--- src/rtl/cfg_intake_pkg.sv ---
package cfg_intake_pkg;

  typedef enum logic [1:0] {
    MODE_PERIPH    = 2'd0,
    MODE_SLAVE_PAR = 2'd1,
    MODE_MASTER    = 2'd2,
    MODE_OFF       = 2'd3
  } cfg_mode_e;

  // Level of the handshake line for a given mode and ready condition.
  function automatic logic handshake_level(cfg_mode_e m, logic comp, logic ready);
    case (m)
      MODE_PERIPH:    return ready;
      MODE_SLAVE_PAR: return comp ? ready : 1'b1;
      MODE_MASTER:    return 1'b1;
      default:        return 1'b0;
    endcase
  endfunction

  // Status word shown on the upper data bits, bit 7 first.
  function automatic logic [4:0] pack_status(logic ready, logic ovf, logic crc,
                                             logic done, logic expanding);
    return {ready, ovf, crc, done, expanding};
  endfunction

endpackage

--- src/rtl/cfg_pace.sv ---
module cfg_pace #(
  parameter int EXP_CYCLES = 8
) (
  input  logic clk,
  input  logic rst_n,
  input  logic strobe_i,
  input  logic comp_i,
  input  logic full_i,
  output logic accept_o,
  output logic overflow_o,
  output logic idle_o,
  output logic expanding_o
);
  localparam int CW = (EXP_CYCLES > 2) ? $clog2(EXP_CYCLES) : 1;
  localparam logic [CW-1:0] LOAD = CW'(EXP_CYCLES - 1);

  logic [CW-1:0] occ_q;
  logic          attempt_w;

  assign idle_o      = (occ_q == '0);
  assign expanding_o = !idle_o;
  assign attempt_w   = strobe_i && idle_o;
  assign accept_o    = attempt_w && !full_i;

  always_ff @(posedge clk) begin
    if (!rst_n) begin
      occ_q      <= '0;
      overflow_o <= 1'b0;
    end else begin
      if (attempt_w && full_i) overflow_o <= 1'b1;
      if (accept_o)            occ_q <= comp_i ? LOAD : '0;
      else if (!idle_o)        occ_q <= occ_q - 1'b1;
    end
  end
endmodule

--- src/rtl/cfg_rclk_gen.sv ---
module cfg_rclk_gen #(
  parameter int DIV = 8
) (
  input  logic clk,
  input  logic rst_n,
  input  logic en_i,
  input  logic comp_i,
  output logic tick_o
);
  localparam int DW = (DIV > 2) ? $clog2(DIV) : 1;
  localparam logic [DW-1:0] LAST = DW'(DIV - 1);

  logic [DW-1:0] div_q;
  logic          slow_w;

  assign slow_w = en_i && comp_i;
  assign tick_o = en_i && (!comp_i || div_q == '0);

  always_ff @(posedge clk) begin
    if (!rst_n)                div_q <= '0;
    else if (!slow_w)          div_q <= '0;
    else if (div_q == LAST)    div_q <= '0;
    else                       div_q <= div_q + 1'b1;
  end
endmodule

--- src/rtl/cfg_status_port.sv ---
module cfg_status_port
  import cfg_intake_pkg::*;
(
  input  logic       cs_n_i,
  input  logic       rd_n_i,
  input  logic       ready_i,
  input  logic       ovf_i,
  input  logic       crc_i,
  input  logic       done_i,
  input  logic       expanding_i,
  output logic       oe_o,
  output logic [7:0] data_o
);
  logic [4:0] stat_w;

  assign stat_w = pack_status(ready_i, ovf_i, crc_i, done_i, expanding_i);
  assign oe_o   = !cs_n_i && !rd_n_i;
  assign data_o = oe_o ? {stat_w, 3'b000} : 8'h00;
endmodule

--- src/rtl/cfg_byte_intake.sv ---
module cfg_byte_intake
  import cfg_intake_pkg::*;
#(
  parameter int EXP_CYCLES = 8
) (
  input  logic       clk,
  input  logic       rst_n,
  input  logic [1:0] mode_i,
  input  logic       compress_i,
  input  logic       cs_n_i,
  input  logic       wr_n_i,
  input  logic       rd_n_i,
  input  logic [7:0] data_i,
  input  logic       crc_err_i,
  input  logic       done_i,
  input  logic       sink_full_i,
  output logic       busy_o,
  output logic       data_oe_o,
  output logic [7:0] data_o,
  output logic       push_o,
  output logic [7:0] push_data_o
  , output logic     mem_rd_tick_o
);
  cfg_mode_e mode_w;
  logic      strobe_w, accept_w, overflow_w, idle_w, expanding_w, ready_w;
  logic      master_w;

  assign mode_w   = cfg_mode_e'(mode_i);
  assign master_w = (mode_w == MODE_MASTER);

  cfg_rclk_gen #(.DIV(EXP_CYCLES)) u_rclk (
    .clk(clk), .rst_n(rst_n), .en_i(master_w), .comp_i(compress_i),
    .tick_o(mem_rd_tick_o)
  );

  always_comb begin
    case (mode_w)
      MODE_PERIPH, MODE_SLAVE_PAR: strobe_w = !cs_n_i && !wr_n_i;
      MODE_MASTER:                 strobe_w = mem_rd_tick_o;
      default:                     strobe_w = 1'b0;
    endcase
  end

  cfg_pace #(.EXP_CYCLES(EXP_CYCLES)) u_pace (
    .clk(clk), .rst_n(rst_n), .strobe_i(strobe_w), .comp_i(compress_i),
    .full_i(sink_full_i), .accept_o(accept_w), .overflow_o(overflow_w),
    .idle_o(idle_w), .expanding_o(expanding_w)
  );

  assign ready_w = idle_w && !sink_full_i;
  assign busy_o  = handshake_level(mode_w, compress_i, ready_w);

  cfg_status_port u_stat (
    .cs_n_i(cs_n_i), .rd_n_i(rd_n_i), .ready_i(ready_w), .ovf_i(overflow_w),
    .crc_i(crc_err_i), .done_i(done_i), .expanding_i(expanding_w),
    .oe_o(data_oe_o), .data_o(data_o)
  );

  always_ff @(posedge clk) begin
    if (!rst_n) begin
      push_o      <= 1'b0;
      push_data_o <= 8'h00;
    end else begin
      push_o <= accept_w;
      if (accept_w) push_data_o <= data_i;
    end
  end
endmodule

--- config.mk ---
export PLATFORM = sky130hd
export DESIGN_NAME = cfg_byte_intake
export DESIGN_NICKNAME = d
export VERILOG_FILES = /design/src/rtl/cfg_intake_pkg.sv /design/src/rtl/cfg_pace.sv /design/src/rtl/cfg_rclk_gen.sv /design/src/rtl/cfg_status_port.sv /design/src/rtl/cfg_byte_intake.sv
export SDC_FILE = /design/constraint.sdc
export NUM_CORES = 1
export LEC_CHECK = 0
export ABC_AREA = 1
export BUFFER_PORTS_ARGS = -buffer_cell sky130_fd_sc_hd__buf_2
export CORE_AREA = 2 2 58 46
export CTS_CLUSTER_DIAMETER = 150
export DETAILED_ROUTE_END_ITERATION = 12
export DIE_AREA = 0 0 60 48
export PLACE_DENSITY_LB_ADDON = 0.08
export SYNTH_ARGS = -nofsm -noshare
export SYNTH_HDL_FRONTEND = slang
export SYNTH_HIERARCHICAL = 1
export SYNTH_SLANG_ARGS = --single-unit
--- constraint.sdc ---
create_clock -name clk -period 4.1 [get_ports clk]
set_input_delay 0.82 -clock clk [delete_from_list [all_inputs] [get_ports clk]]
set_output_delay 0.82 -clock clk [all_outputs]
set_load 0.05 [all_outputs]
==> impl_metrics.toml, run 1 <==
[finish]
antenna_cells = 0
final_layout_size_suffix_gt1_share_pct = 34.4
n_fill_cell = 239
mostFrequentLayoutCells = "buf_2, inv_1, nand2_1"
postLayoutCoreUtil_pct = 49.2
layout_commonest_cell = "buf_2"
finalNetCount = 188
areaGrowthSynthToFinish_pct = 25.6

[floorplan]
core_area_mm2 = 0.00227
io_pins = 39
rows = 15
initial_utilization_pct = 39.2
die_width_um = 60
dieArea_mm2 = 0.00288
die_h_um = 48

[outcome]
status = "completed"

[timing]
hold_viol_final = 0
clock.fmax_ghz = 0.404
fin_setup_tns_ps = 0
skew_ps = 2.00
fin_hold_ws_ps = 466
fin_crit_ps = 2470
rsz0062_at_grt = "false"
period_share_pct = 60.3
finalSetupViolCount = 0
slew_violations = 0

[clock_network]
cts.sinks = 16
ctsHtreeMaxLevel = 1
cts_resized = 0
clock_latency_ps = 280
numCtsBuffers = 3
post-cts-setup-buffer-count = 0
postCtsHoldBufs = 0
clkTransAtPathRegs_ps = 90
cts_tree = "built"
cts_root_buffer = "clkbuf_4"
clock_path_buffers = 2

[critical_path]
cpMostUsedCell = "inv_1"
cp_data_required_time_ps = 3280
crit_buf_inv = 5
cp_data_arrival_time_ps = 1650
crit_slowest_cell = "dfxtp_1"
critPathKind = "register to output port"
crit_fanout = 4
slowest_delay_ps = 330
crit_path_start_kind = "register"
path_cells = "inv_1, ha_1, inv_2, nor2_4, nand2_1, inv_1, inv_1, nor2_2, buf_2"
end_kind = "output port"
cp_top_family = "buffers and inverters"

[detailed_routing]
drtIter0Drc = 36
drcViolationCount = 0
vias_per_cell = 4.08
drtAntennaViolNets = 0
routedWlPerCell_um = 8.53
dr.pass1.iters = 4
wl_um = 1680
vias = 804

[yosys]
ys.flop_type = "dfxtp_1"
seq_area_frac_synth_pct = 36.0
synthArstFlopShare_pct = 0
synth_cell_types = 23
synth-seq-cells = 16
syn_area_um2 = 890
synth-warning-count = 6
synth_edf_count = 0
synth_cells = 126
syn_area_per_cell_um2 = 7.06

[grt]
grt_pass1_wl_um = 2970
grt-ovfl-total = 0
antenna_found_initial = 0
grt_start_max_net_pins = 15
grt_usage_pct = 14.1
grt_pass1_vias = 771

[place]
place.port_buffers = 35
hpwl_um = 1390
gp_congestion = 0.692

[min_path]
hold_class = "register to register"

[pwr]
power.total_mw = 0.556
power_leakage_nw = 0.663
peakVddDrop_mv = 0.347
power.density_mw_per_mm2 = 497

[run]
cap_violations = 0
## final cells by class
class	instances	area, µm²	area share [%]
Multi-Input combinational cell	77	422	37.7
Sequential cell	16	320	28.7
Timing Repair Buffer	35	175	15.7
Inverter	31	121	10.9
Tap cell	34	42.5	3.81
Clock buffer	4	36.3	3.25
## cells by family after synthesis
logic type / after synthesis / share of synthesized area (%)
buffers and inverters: 35 / 17.4
and+or+nand+nor: 55 / 29.4
other: 1 / 0.422
AOI/OAI and AO/OA: 13 / 8.72
xor gates and xnor gates: 1 / 0.985
adders and majority gates: 5 / 7.03
DFF: 16 / 36.0
## cell usage after synthesis, types with 2 or more instances
| master | n | area (µm²) |
|---|---|---|
| nand2_1 | 22 | 82.6 |
| inv_2 | 5 | 18.8 |
| inv_1 | 25 | 93.8 |
| a21oi_2 | 2 | 17.5 |
| ha_1 | 5 | 62.6 |
| nand3_1 | 2 | 10.0 |
| nor2_1 | 18 | 67.6 |
| dfxtp_1 | 16 | 320 |
| buf_4 | 3 | 22.5 |
| o21ai_0 | 8 | 40.0 |
| nor2_2 | 5 | 31.3 |
| nor3_1 | 4 | 20.0 |
## flip-flops by register name, indices dropped and copies added (netlist names)
signal / cells
push_o: 1
u_rclk/div_q: 3
push_data_o: 8
u_pace/overflow_o: 1
u_pace/occ_q: 3
## worst paths after layout
path	start	to	slack [ps]	cells past startpoint
worst max-delay path	u_pace/occ_q[0]	data_o[7]	1630	9
worst min-delay path	u_rclk/div_q[0]	u_rclk/div_q[0]	470	1
worst max register to register	u_rclk/div_q[0]	push_data_o[6]	2290	11
worst min register to register	u_rclk/div_q[0]	u_rclk/div_q[0]	470	1
## stage by stage
step	cell area [µm²]	setup WS, ps	std cells
final	1120	1630	197
after global routing	1120	1490	197
after CTS	1120	1610	197
after detailed placement	1080	1720	193
after global placement	1080	1750	193
after floorplan	897	1400	128
## where the power goes
group          internal (mW)  switching, mW
Sequential             0.178         0.0129
Clock                 0.0540         0.0476
Combinational         0.0830          0.181
Total                  0.315          0.241
## per-layer routing
layer / vias to the layer above / track usage, % / part of all wire (%)
met4: 0 / 5.33 / 1.0
met1: 340 / 17.7 / 51
met5: - / 0 / 0
met3: 2 / 4.86 / 5.5
li1: 442 / - / -
met2: 20 / 22.8 / 42
No activity file was read; power rests on OpenSTA's default activity.
==> run 2, diff against run 1 <==
==> constraint.sdc (replaced) <==
create_clock -name clk -period 2.1 [get_ports clk]
set_input_delay 0.42 -clock clk [delete_from_list [all_inputs] [get_ports clk]]
set_output_delay 0.42 -clock clk [all_outputs]
set_load 0.05 [all_outputs]
==> impl_metrics.toml, run 2 (synthesis results as in run 1) <==
[timing]
fin_crit_ps = 1960
finalSetupViolCount = 0
slew_violations = 0
clock.fmax_ghz = 0.511
fin_setup_tns_ps = 0
hold_viol_final = 0
skew_ps = 3.43
period_share_pct = 93.3
rsz0062_at_grt = "false"

[finish]
reg_top3 = "push_data_o (8), u_pace/occ_q (3), u_rclk/div_q (3)"
final_layout_size_suffix_gt1_share_pct = 36.6
regMostFlops = "push_data_o"
mostFrequentLayoutCells = "buf_2, inv_1, nand2_1"
areaGrowthSynthToFinish_pct = 27.8
finalNetCount = 189
layout_commonest_cell = "buf_2"
antenna_cells = 0
largest_register_ffs = 8

[critical_path]
endpoint = "busy_o"
critical_path.reg2reg.endpoint = "push_data_o[0]"
crit_start = "u_pace/occ_q[0]"
r2r_start = "u_rclk/div_q[0]"
cp_data_required_time_ps = 1680
cpMostUsedCell = "nand2_1"
end_kind = "output port"
cp_data_arrival_time_ps = 1540
r2r_slack_ps = 350
path_cells = "inv_2, ha_2, inv_2, nor2_4, nand2_1, nand2_1, nand2_1, nand2_1, buf_2"
slowest_delay_ps = 340
critPathKind = "register to output port"
crit_fanout = 4
crit_slowest_cell = "dfxtp_1"
worst-r2r-cell-count = 11
crit_path_start_kind = "register"

[pwr]
power.density_mw_per_mm2 = 985
peakVddDrop_mv = 0.590
power_leakage_nw = 0.667
power.total_mw = 1.12

[floorplan]
rows = 15
dieArea_mm2 = 0.00288
die_h_um = 48
core_area_mm2 = 0.00227
die_width_um = 60
initial_utilization_pct = 39.2
io_pins = 39

[detailed_routing]
vias = 787
drtAntennaViolNets = 0
wl_um = 1650
routedWlPerCell_um = 8.32
drtIter0Drc = 23
drcViolationCount = 0
dr.pass1.iters = 6
vias_per_cell = 3.97

[clock_network]
cts_root_buffer = "clkbuf_4"
cts_tree = "built"
postCtsHoldBufs = 0
numCtsBuffers = 3
clock_path_buffers = 2
clkTransAtPathRegs_ps = 90
ctsHtreeMaxLevel = 1
clock_latency_ps = 280
cts.sinks = 16

[outcome]
status = "completed"

[run]
cap_violations = 0

[grt]
grt_pass1_wl_um = 2500
grt_usage_pct = 11.8
grt_start_max_net_pins = 15
antenna_found_initial = 0
grt_pass1_vias = 609
grt-ovfl-total = 0

[place]
hpwl_um = 1320
gp_congestion = 0.735
place.port_buffers = 35

[min_path]
hold_class = "input pin to register"
==> run 2: changes by cell type in the layout (fill, tap and decap cells not counted), sizes merged <==
cell / previous run / this run
buf: 35 / 36
==> run 2: repair_timing <==
item,4_1_cts,5_1_grt
gates resized for setup,0,5
setup endpoints to repair,0,2
buffers inserted,0,1
==> run 2: worst min path at each step <==
stage	startpoint	cells past startpoint	endpoint	slack [ps]
6_report	data_i[7]	3	push_data_o[7]	360
5_1_grt	data_i[2]	3	push_data_o[2]	360
4_1_cts	data_i[7]	3	push_data_o[7]	350
3_5_place_dp	u_rclk/div_q[0]	1	u_rclk/div_q[0]	450
3_3_place_gp	u_pace/overflow_o	1	u_pace/overflow_o	450
2_1_floorplan	u_rclk/div_q[0]	1	u_rclk/div_q[0]	430
==> run 2: report_power, final <==
| part | switching [mW] | internal, mW | leakage, nW |
|---|---|---|---|
| logic | 0.363 | 0.189 | 0.516 |
| clock network | 0.0898 | 0.105 | 0.0210 |
| registers | 0.0258 | 0.347 | 0.130 |
==> run 2: through the flow <==
stage                     hold WS (ps)  area (µm²)  utilization (%)  setup slack (ps)  std cells
final                              363        1140             50.1               142        198
after CTS                          354        1120             49.4              29.7        197
after detailed placement           455        1080             47.8               179        193
after floorplan                    429         901                -               141        128
after global routing               355        1140             50.1              17.5        198
after global placement             452        1080             47.8               276        193
==> run 2: critical path: cells and delay by family, from the launching register on <==
family        cells  cell delay [ps]
buf+inv           3              370
simple gates      5              370
flops             1              340
fa+ha+maj         1              190
==> run 2: layout make-up <==
class / instances / area, µm²
repair buffers: 36 / 189
multi-input cells: 77 / 428
flip-flops and latches: 16 / 320
well taps: 34 / 42.5
fillers: 242 / 1130
clock buffers: 4 / 36.3
inverters: 31 / 121
==> run 2: metal layers <==
layer,GRT usage [%],share of wire [%]
met1,16.7,53
met2,17.2,41
met3,4.86,5.6
met4,1.33,0
met5,0,0
